**src/rtl/lpsdr_pkg.sv**
```systemverilog
`timescale 1ns/1ps
package lpsdr_pkg;

  localparam int BA_W = 2;

  typedef struct packed {
    logic cs_n;
    logic ras_n;
    logic cas_n;
    logic we_n;
  } sd_cmd_t;

  localparam sd_cmd_t CMD_NOP  = 4'b0111;
  localparam sd_cmd_t CMD_PALL = 4'b0010;
  localparam sd_cmd_t CMD_AREF = 4'b0001;
  localparam sd_cmd_t CMD_MRS  = 4'b0000;
  localparam sd_cmd_t CMD_DEEP = 4'b0110;

  typedef enum logic [1:0] {LP_PD = 2'd0, LP_SR = 2'd1, LP_DPD = 2'd2} lp_kind_t;

  typedef enum logic [3:0] {
    ST_WAKE, ST_BOOT_WAIT, ST_INIT_PALL, ST_INIT_PWAIT,
    ST_AREF, ST_AREF_WAIT, ST_MRS, ST_MRS_WAIT,
    ST_EMRS, ST_EMRS_WAIT, ST_IDLE, ST_LP_PALL,
    ST_LP_PWAIT, ST_LP_ENTER, ST_REST, ST_XWAIT
  } seq_state_t;

  // Reserved coverage codes fall back to full-array refresh.
  function automatic logic [2:0] cover_fix(input logic [2:0] c);
    return (c inside {3'b000, 3'b001, 3'b010}) ? c : 3'b000;
  endfunction

endpackage

```
**src/rtl/lpsdr_wait_timer.sv**
```systemverilog
`timescale 1ns/1ps
module lpsdr_wait_timer #(
  parameter int CNT_W = 8
) (
  input  logic             clk,
  input  logic             rst_n,
  input  logic             load,
  input  logic [CNT_W-1:0] load_val,
  output logic             done
);
  logic [CNT_W-1:0] cnt_q;

  always_ff @(posedge clk or negedge rst_n) begin
    if (!rst_n)             cnt_q <= '0;
    else if (load)          cnt_q <= load_val;
    else if (cnt_q != '0)   cnt_q <= cnt_q - 1'b1;
  end

  assign done = (cnt_q == '0);
endmodule

```
**src/rtl/lpsdr_req_hold.sv**
```systemverilog
`timescale 1ns/1ps
module lpsdr_req_hold #(
  parameter int N_KIND = 3
) (
  input  logic              clk,
  input  logic              rst_n,
  input  logic [N_KIND-1:0] req_in,
  input  logic [N_KIND-1:0] req_clr,
  input  logic              wake_in,
  input  logic              wake_clr,
  output logic [N_KIND-1:0] pend,
  output logic              pend_wake
);
  for (genvar k = 0; k < N_KIND; k++) begin : g_kind
    always_ff @(posedge clk or negedge rst_n) begin
      if (!rst_n)                       pend[k] <= 1'b0;
      else if (req_in[k])               pend[k] <= 1'b1;
      else if (req_clr[k])              pend[k] <= 1'b0;
    end
  end

  always_ff @(posedge clk or negedge rst_n) begin
    if (!rst_n)        pend_wake <= 1'b0;
    else if (wake_in)  pend_wake <= 1'b1;
    else if (wake_clr) pend_wake <= 1'b0;
  end
endmodule

```
**src/rtl/lpsdr_pin_reg.sv**
```systemverilog
`timescale 1ns/1ps
module lpsdr_pin_reg
  import lpsdr_pkg::*;
#(
  parameter int ADDR_W = 12
) (
  input  logic              clk,
  input  logic              rst_n,
  input  sd_cmd_t           cmd_d,
  input  logic              cke_d,
  input  logic [BA_W-1:0]   ba_d,
  input  logic [ADDR_W-1:0] addr_d,
  input  logic              rdy_d,
  input  logic              bsy_d,
  input  logic              ack_d,
  output sd_cmd_t           cmd_q,
  output logic              cke_q,
  output logic [BA_W-1:0]   ba_q,
  output logic [ADDR_W-1:0] addr_q,
  output logic              rdy_q,
  output logic              bsy_q,
  output logic              ack_q
);
  always_ff @(posedge clk or negedge rst_n) begin
    if (!rst_n) begin
      cmd_q  <= CMD_NOP;
      cke_q  <= 1'b1;
      ba_q   <= '0;
      addr_q <= '0;
      rdy_q  <= 1'b0;
      bsy_q  <= 1'b1;
      ack_q  <= 1'b0;
    end else begin
      cmd_q  <= cmd_d;
      cke_q  <= cke_d;
      ba_q   <= ba_d;
      addr_q <= addr_d;
      rdy_q  <= rdy_d;
      bsy_q  <= bsy_d;
      ack_q  <= ack_d;
    end
  end
endmodule

```
**src/rtl/lpsdr_pwr_seq.sv**
```systemverilog
`timescale 1ns/1ps
module lpsdr_pwr_seq
  import lpsdr_pkg::*;
#(
  parameter int ADDR_W = 12,
  parameter int T_INIT = 25000,
  parameter int T_RP   = 3,
  parameter int T_RC   = 9,
  parameter int T_MRD  = 2,
  parameter int N_AREF = 8
) (
  input  logic              clk,
  input  logic              rst_n,
  input  logic              req_pdown,
  input  logic              req_sref,
  input  logic              req_deep,
  input  logic              req_wake,
  input  logic [ADDR_W-1:0] mr_word,
  input  logic [1:0]        emr_temp,
  input  logic [2:0]        emr_cover,
  output logic              sd_cke,
  output logic              sd_cs_n,
  output logic              sd_ras_n,
  output logic              sd_cas_n,
  output logic              sd_we_n,
  output logic [BA_W-1:0]   sd_ba,
  output logic [ADDR_W-1:0] sd_addr,
  output logic              ready,
  output logic              busy,
  output logic              ack
);
  // All delays must be at least 2 cycles; each wait state lasts (T - 1) cycles.
  localparam int M1    = (T_INIT > T_RC) ? T_INIT : T_RC;
  localparam int M2    = (M1 > T_RP) ? M1 : T_RP;
  localparam int MAXT  = (M2 > T_MRD) ? M2 : T_MRD;
  localparam int CNT_W = $clog2(MAXT + 1);
  localparam int AR_W  = $clog2(N_AREF + 1);
  localparam int N_KIND = 3;

  seq_state_t       st_q, st_d;
  lp_kind_t         kind_q, kind_d;
  logic [AR_W-1:0]  aref_q;
  logic             aref_clr, aref_inc;
  logic             exit_q, exit_set, exit_clr;

  logic             t_load, t_done;
  logic [CNT_W-1:0] t_val;

  logic [N_KIND-1:0] pend, req_clr;
  logic              pend_wake, wake_clr;

  sd_cmd_t           cmd_d, cmd_q;
  logic              cke_d, rdy_d, bsy_d, ack_d;
  logic [BA_W-1:0]   ba_d;
  logic [ADDR_W-1:0] addr_d;

  lpsdr_wait_timer #(.CNT_W(CNT_W)) u_timer (
    .clk(clk), .rst_n(rst_n), .load(t_load), .load_val(t_val), .done(t_done)
  );

  lpsdr_req_hold #(.N_KIND(N_KIND)) u_hold (
    .clk(clk), .rst_n(rst_n),
    .req_in({req_deep, req_sref, req_pdown}), .req_clr(req_clr),
    .wake_in(req_wake), .wake_clr(wake_clr),
    .pend(pend), .pend_wake(pend_wake)
  );

  // Next-state and command decode
  always_comb begin
    st_d     = st_q;
    kind_d   = kind_q;
    cmd_d    = CMD_NOP;
    cke_d    = 1'b1;
    ba_d     = '0;
    addr_d   = '0;
    rdy_d    = 1'b0;
    bsy_d    = 1'b1;
    ack_d    = 1'b0;
    t_load   = 1'b0;
    t_val    = '0;
    aref_clr = 1'b0;
    aref_inc = 1'b0;
    exit_set = 1'b0;
    exit_clr = 1'b0;
    req_clr  = '0;
    wake_clr = 1'b0;
    unique case (st_q)
      ST_WAKE: begin
        if (kind_q == LP_DPD) begin
          t_load = 1'b1; t_val = CNT_W'(T_INIT - 2); st_d = ST_BOOT_WAIT;
        end else if (kind_q == LP_SR) begin
          t_load = 1'b1; t_val = CNT_W'(T_RC - 2);   st_d = ST_XWAIT;
        end else begin
          st_d = ST_IDLE;
        end
      end
      ST_BOOT_WAIT:  if (t_done) st_d = ST_INIT_PALL;
      ST_INIT_PALL: begin
        cmd_d = CMD_PALL; addr_d[10] = 1'b1; aref_clr = 1'b1;
        t_load = 1'b1; t_val = CNT_W'(T_RP - 2); st_d = ST_INIT_PWAIT;
      end
      ST_INIT_PWAIT: if (t_done) st_d = ST_AREF;
      ST_AREF: begin
        cmd_d = CMD_AREF; aref_inc = 1'b1;
        t_load = 1'b1; t_val = CNT_W'(T_RC - 2); st_d = ST_AREF_WAIT;
      end
      ST_AREF_WAIT:
        if (t_done) st_d = (aref_q == AR_W'(N_AREF)) ? ST_MRS : ST_AREF;
      ST_MRS: begin
        cmd_d = CMD_MRS; addr_d = mr_word;
        t_load = 1'b1; t_val = CNT_W'(T_MRD - 2); st_d = ST_MRS_WAIT;
      end
      ST_MRS_WAIT:   if (t_done) st_d = ST_EMRS;
      ST_EMRS: begin
        cmd_d = CMD_MRS; ba_d = 2'b10;
        addr_d[4:3] = emr_temp; addr_d[2:0] = cover_fix(emr_cover);
        t_load = 1'b1; t_val = CNT_W'(T_MRD - 2); st_d = ST_EMRS_WAIT;
      end
      ST_EMRS_WAIT:  if (t_done) st_d = ST_IDLE;
      ST_IDLE: begin
        rdy_d = 1'b1; bsy_d = 1'b0; ack_d = exit_q; exit_clr = 1'b1;
        wake_clr = 1'b1;
        if (pend != '0) begin
          if (pend[2])      kind_d = LP_DPD;
          else if (pend[1]) kind_d = LP_SR;
          else              kind_d = LP_PD;
          st_d = ST_LP_PALL;
        end
      end
      ST_LP_PALL: begin
        cmd_d = CMD_PALL; addr_d[10] = 1'b1;
        t_load = 1'b1; t_val = CNT_W'(T_RP - 2); st_d = ST_LP_PWAIT;
      end
      ST_LP_PWAIT:   if (t_done) st_d = ST_LP_ENTER;
      ST_LP_ENTER: begin
        cke_d = 1'b0; ack_d = 1'b1;
        req_clr = N_KIND'(1) << kind_q;
        cmd_d = (kind_q == LP_DPD) ? CMD_DEEP :
                (kind_q == LP_SR)  ? CMD_AREF : CMD_NOP;
        st_d = ST_REST;
      end
      ST_REST: begin
        cke_d = 1'b0; bsy_d = 1'b0;
        if (pend_wake) begin
          wake_clr = 1'b1; exit_set = 1'b1; st_d = ST_WAKE;
        end
      end
      ST_XWAIT:      if (t_done) st_d = ST_IDLE;
      default:       st_d = ST_WAKE;
    endcase
  end

  // State registers
  always_ff @(posedge clk or negedge rst_n) begin
    if (!rst_n) begin
      st_q   <= ST_WAKE;
      kind_q <= LP_DPD;
      aref_q <= '0;
      exit_q <= 1'b0;
    end else begin
      st_q   <= st_d;
      kind_q <= kind_d;
      if (aref_clr)      aref_q <= '0;
      else if (aref_inc) aref_q <= aref_q + 1'b1;
      if (exit_set)      exit_q <= 1'b1;
      else if (exit_clr) exit_q <= 1'b0;
    end
  end

  lpsdr_pin_reg #(.ADDR_W(ADDR_W)) u_pins (
    .clk(clk), .rst_n(rst_n),
    .cmd_d(cmd_d), .cke_d(cke_d), .ba_d(ba_d), .addr_d(addr_d),
    .rdy_d(rdy_d), .bsy_d(bsy_d), .ack_d(ack_d),
    .cmd_q(cmd_q), .cke_q(sd_cke), .ba_q(sd_ba), .addr_q(sd_addr),
    .rdy_q(ready), .bsy_q(busy), .ack_q(ack)
  );

  assign sd_cs_n  = cmd_q.cs_n;
  assign sd_ras_n = cmd_q.ras_n;
  assign sd_cas_n = cmd_q.cas_n;
  assign sd_we_n  = cmd_q.we_n;
endmodule

```
**config.mk**
```make
export PLATFORM = sky130hd
export DESIGN_NAME = lpsdr_pwr_seq
export DESIGN_NICKNAME = d
export VERILOG_FILES = /design/src/rtl/lpsdr_pkg.sv /design/src/rtl/lpsdr_wait_timer.sv /design/src/rtl/lpsdr_req_hold.sv /design/src/rtl/lpsdr_pin_reg.sv /design/src/rtl/lpsdr_pwr_seq.sv
export SDC_FILE = /design/constraint.sdc
export NUM_CORES = 1
export LEC_CHECK = 0
export ABC_AREA = 1
export BUFFER_PORTS_ARGS = -buffer_cell sky130_fd_sc_hd__buf_2
export CAP_MARGIN = 20
export CELL_PAD_IN_SITES_DETAIL_PLACEMENT = 1
export CELL_PAD_IN_SITES_GLOBAL_PLACEMENT = 1
export CORE_ASPECT_RATIO = 1.5
export CORE_UTILIZATION = 44
export CTS_CLUSTER_DIAMETER = 100
export CTS_CLUSTER_SIZE = 14
export DETAILED_ROUTE_END_ITERATION = 12
export PLACE_DENSITY_LB_ADDON = 0.1
export RECOVER_POWER = 50
export SETUP_SLACK_MARGIN = 0.15
export SYNTH_ARGS = -nofsm -noshare
export SYNTH_HDL_FRONTEND = slang
export SYNTH_SLANG_ARGS = --single-unit
export TNS_END_PERCENT = 1
```
**constraint.sdc**
```tcl
create_clock -name clk -period 2.5 [get_ports clk]
set_input_delay 0.375 -clock clk [delete_from_list [all_inputs] [get_ports clk]]
set_output_delay 0.375 -clock clk [all_outputs]
set_load 0.01 [all_outputs]
```
==> results.md <==
- Detailed Routing Iterations Pass 1: 4
- Final critical delay including setup and external delays: around 1.9 ns
- Final count of negative-setup-slack endpoints: 0
- Run status: completed
- Overall fraction of global-route tracks in use: 23.81%
- Delay of the slowest cell on the worst path: around 0.55 ns
- Cts bufs inserted: 5
- Overall via count from detail_route: ~2300
- Largest net degree at the start of global routing: 27
- Hold bufs inserted after CTS: 0
- Setup Buffers After CTS: 0
- Peak supply drop: just under 0.5 mV
- RSZ-0062 raised after global routing: false
- Vias in the first global route: ~2500
- Worst Setup Start Kind: flip-flop
- Die Outline Area: 6358 um^2
- Number of failing hold endpoints at the final stage: 0
- Final sum of negative setup slack: 0 ns
- Sequential-to-total area share from yosys stat: 47.39%
- Power density over cell area: between 1000 and 1500 nW/um^2
- Cell count after synthesis: 330
- Worst-case clock skew: 0.01004 ns
- Largest delay contributor family on the critical path: simple AND/OR/NAND/NOR gates
- Total wire length: roughly 6.6 mm
- Number of synthesized register bits: 50
- Row Count: 34
- Max stage delay cell, worst path: dfrtp_1
- End of the critical path: u_timer.cnt_q[0]$_DFFE_PN0P_
- Gr ovfl total: 0
- Launching point of the worst reg2reg path: st_q[1]$_DFFE_PN0P_
- Net count reported at finish: between 400 and 500
- Number of warnings issued by yosys: 0
- Peak Freq: 517.7 MHz
- Worst slew margin: 6.900%
- Residual DRC count: 0
- Top library cells by usage in the layout, fill and taps aside: nand2_1 (81), nor2_1 (51), inv_1 (44), dfrtp_1 (44), buf_2 (36)
- Clock input transition at the sequential cells of the worst setup and hold paths: ~0.10 ns
- Most common cell after layout, fill and taps aside: nand2_1
- HPWL after detailed placement: between 5 and 6 mm
- Initial antenna violation count: 0
- Register-to-Register Path Depth: 10
- Crit path DAT: 2.14 ns
- Die outline height: 97.16 um
- CTS tree: done
- Vias per std cell: 5.093
- Crit path buffers/inverters: 2
- Maximum fanout encountered on the critical timing path: 9
- Num ports: 45
- Minimum setup slack among reg-to-reg paths: approximately 0.57 ns
- Stages on worst setup path: 10
- Final Instance Area: 3042 um^2
- Fraction of final layout cells with drive strength greater than 1: between 20% and 30%
- Clock Tree Root: clkbuf_8
- Chip width: 65.44 um
- Clock sinks: 50
- Final period util: about 77%
- Kind of path behind the tightest hold check: input pin to flip-flop
- Diodes inserted: 0
- Global placer's final weighted congestion: 0.7838
- Floorplan Core Area: 5828 um^2
- Starting density of the core: 45.58%
- Transition time at the pin with the least slew margin: 1.396 ns
- Unique cell type count in the Yosys netlist: 35
- Final routed wire length divided by cell count: 14.77 um
- Placement Cell Area: around 2900 um^2
- Static leakage power: around 1.7 nW
- Detailed router's first-iteration violation count: between 100 and 150
- Most common cell on crit path: nand2_1
- Maximum level of the CTS H-tree: 2
- Global-route wire length before repair: 11.53 mm
- Synth Cell Area: between 2000 and 3000 um^2
- Number of input and output port buffers inserted: 42
- End of the worst register-to-register path: u_timer.cnt_q[0]$_DFFE_PN0P_
- Number of gates resized after CTS: 0
- Worst-Skew Late Latency: 0.31 ns
- Launching element of the worst setup path: st_q[1]$_DFFE_PN0P_
- Clock Tree Buf Depth: 2
- Final Slew Violations: 0
- Number of nets with antenna violations after detailed routing: 0
- Count of maximum capacitance violations: 0
- Required time at the endpoint of the critical path: between 2 and 3 ns
- Layout-stage area growth over the synthesis result: 14.51%
- Post-Synthesis Mean Instance Area: just over 8 um^2
- Setup CP Type: flip-flop to flip-flop
- CP Capture Type: flip-flop
- Crit-path cells: nand2_1, inv_1, nand2_1, nand2_2, nor2_4, nand2_4, nor2_8, inv_2, nand2_1, nand2_1
cell usage after synthesis:
library cell | number | area share, %
xor2_1 | 5 | 1.6
o31ai_1 | 1 | 0.28
o211ai_2 | 1 | 0.47
nor2_8 | 1 | 0.75
inv_1 | 43 | 6.1
a21oi_1 | 13 | 2.4
nand2_4 | 2 | 0.85
a31oi_1 | 1 | 0.24
nand3_1 | 16 | 3.0
o21ai_2 | 1 | 0.33
conb_1 | 1 | 0.14
nor2_1 | 50 | 7.1
o21bai_1 | 2 | 0.57
inv_2 | 7 | 0.99
nand2_2 | 10 | 2.4
dfrtp_1 | 44 | 41
nor2_2 | 5 | 1.2
nor3_1 | 4 | 0.75
a22o_1 | 2 | 0.66
o21ai_1 | 1 | 0.19
nand4_1 | 2 | 0.47
o22ai_1 | 1 | 0.24
o221ai_1 | 1 | 0.33
o21ai_0 | 9 | 1.7
o211ai_1 | 1 | 0.28
buf_6 | 2 | 0.85
ha_1 | 7 | 3.3
buf_4 | 3 | 0.85
nand2_1 | 79 | 11
a21o_1 | 2 | 0.57
a21oi_4 | 1 | 0.61
nor2_4 | 3 | 1.3
or2_2 | 1 | 0.24
dfstp_2 | 6 | 5.9
a32o_1 | 2 | 0.75
where the power goes:
group / switching, W / internal [W] / leakage (nW) / total, W
sequential: 0.000245 / 0.00109 / 0.630 / 0.00133
clock: 0.000282 / 0.000401 / 0.0683 / 0.000683
combinational: 0.00123 / 0.000613 / 0.999 / 0.00185
routing by layer:
metal  vias up  wire, um  part of all wire (%)  track usage, %
met4         0       146                   2.2           8.361
met5         -         0                     0               0
met3        13       149                   2.2           4.225
met2        39      3935                    59           46.79
met1      1122      2413                    36           23.52
li1       1118         -                     -               -
cell families after synthesis:
family,count (synthesis),share of synthesized area [%]
AO/OA/AOI/OAI,39,9.656
XOR/XNOR,5,1.649
adder cells (fa/ha/maj),7,3.297
buffers and inverters,55,8.761
flip-flops,50,47.39
other,1,0.1412
AND/OR/NAND/NOR,173,29.11
cell type report:
| cell class | instances | area [um^2] |
|---|---|---|
| sequential | 50 | 1259 |
| fill | 744 | 2786 |
| tap | 72 | 90.09 |
| timing repair buffer | 44 | 211.5 |
| inverter | 50 | 187.7 |
| clock inverter | 3 | 68.82 |
| multi-input combinational | 226 | 1156 |
| clock buffer | 5 | 68.82 |
flip-flops by register name, indices dropped and copies added (netlist names):
register,count
st_q,4
aref_q,4
u_pins.ack_q,1
u_pins.rdy_q,1
u_hold.pend,3
u_pins.bsy_q,1
exit_q,1
u_pins.cmd_q,3
u_timer.cnt_q,15
u_pins.cke_q,1
u_pins.addr_q,12
kind_q,2
u_hold.pend_wake,1
u_pins.ba_q,1
through the flow:
stage	total power, W	utilization (%)	setup WS, ns	instances	hold WS, ns
floorplan	0.002715	-	0.8418	331	0.07941
global placement	0.003155	50.28	0.6873	442	0.4125
detailed placement	0.003236	50.28	0.6337	442	0.4178
CTS	0.003944	52.64	0.5973	450	0.07709
global route	0.004234	52.19	0.3563	450	0.2321
finish	0.003862	52.19	0.5682	450	0.2456
worst min-delay path by stage:
stage / start / slack (ns) / cells past startpoint / end
2_1_floorplan: rst_n / 0.08 / 0 / aref_q[0]$_DFFE_PN0P_
3_3_place_gp: rst_n / 0.41 / 1 / u_timer.cnt_q[12]$_DFFE_PN0P_
3_5_place_dp: rst_n / 0.42 / 1 / u_timer.cnt_q[12]$_DFFE_PN0P_
4_1_cts: rst_n / 0.08 / 1 / u_timer.cnt_q[12]$_DFFE_PN0P_
5_1_grt: req_pdown / 0.23 / 2 / u_hold.pend[0]$_DFFE_PN0P_
6_report: req_pdown / 0.25 / 2 / u_hold.pend[0]$_DFFE_PN0P_
No activity file was read; power rests on OpenSTA's default activity.
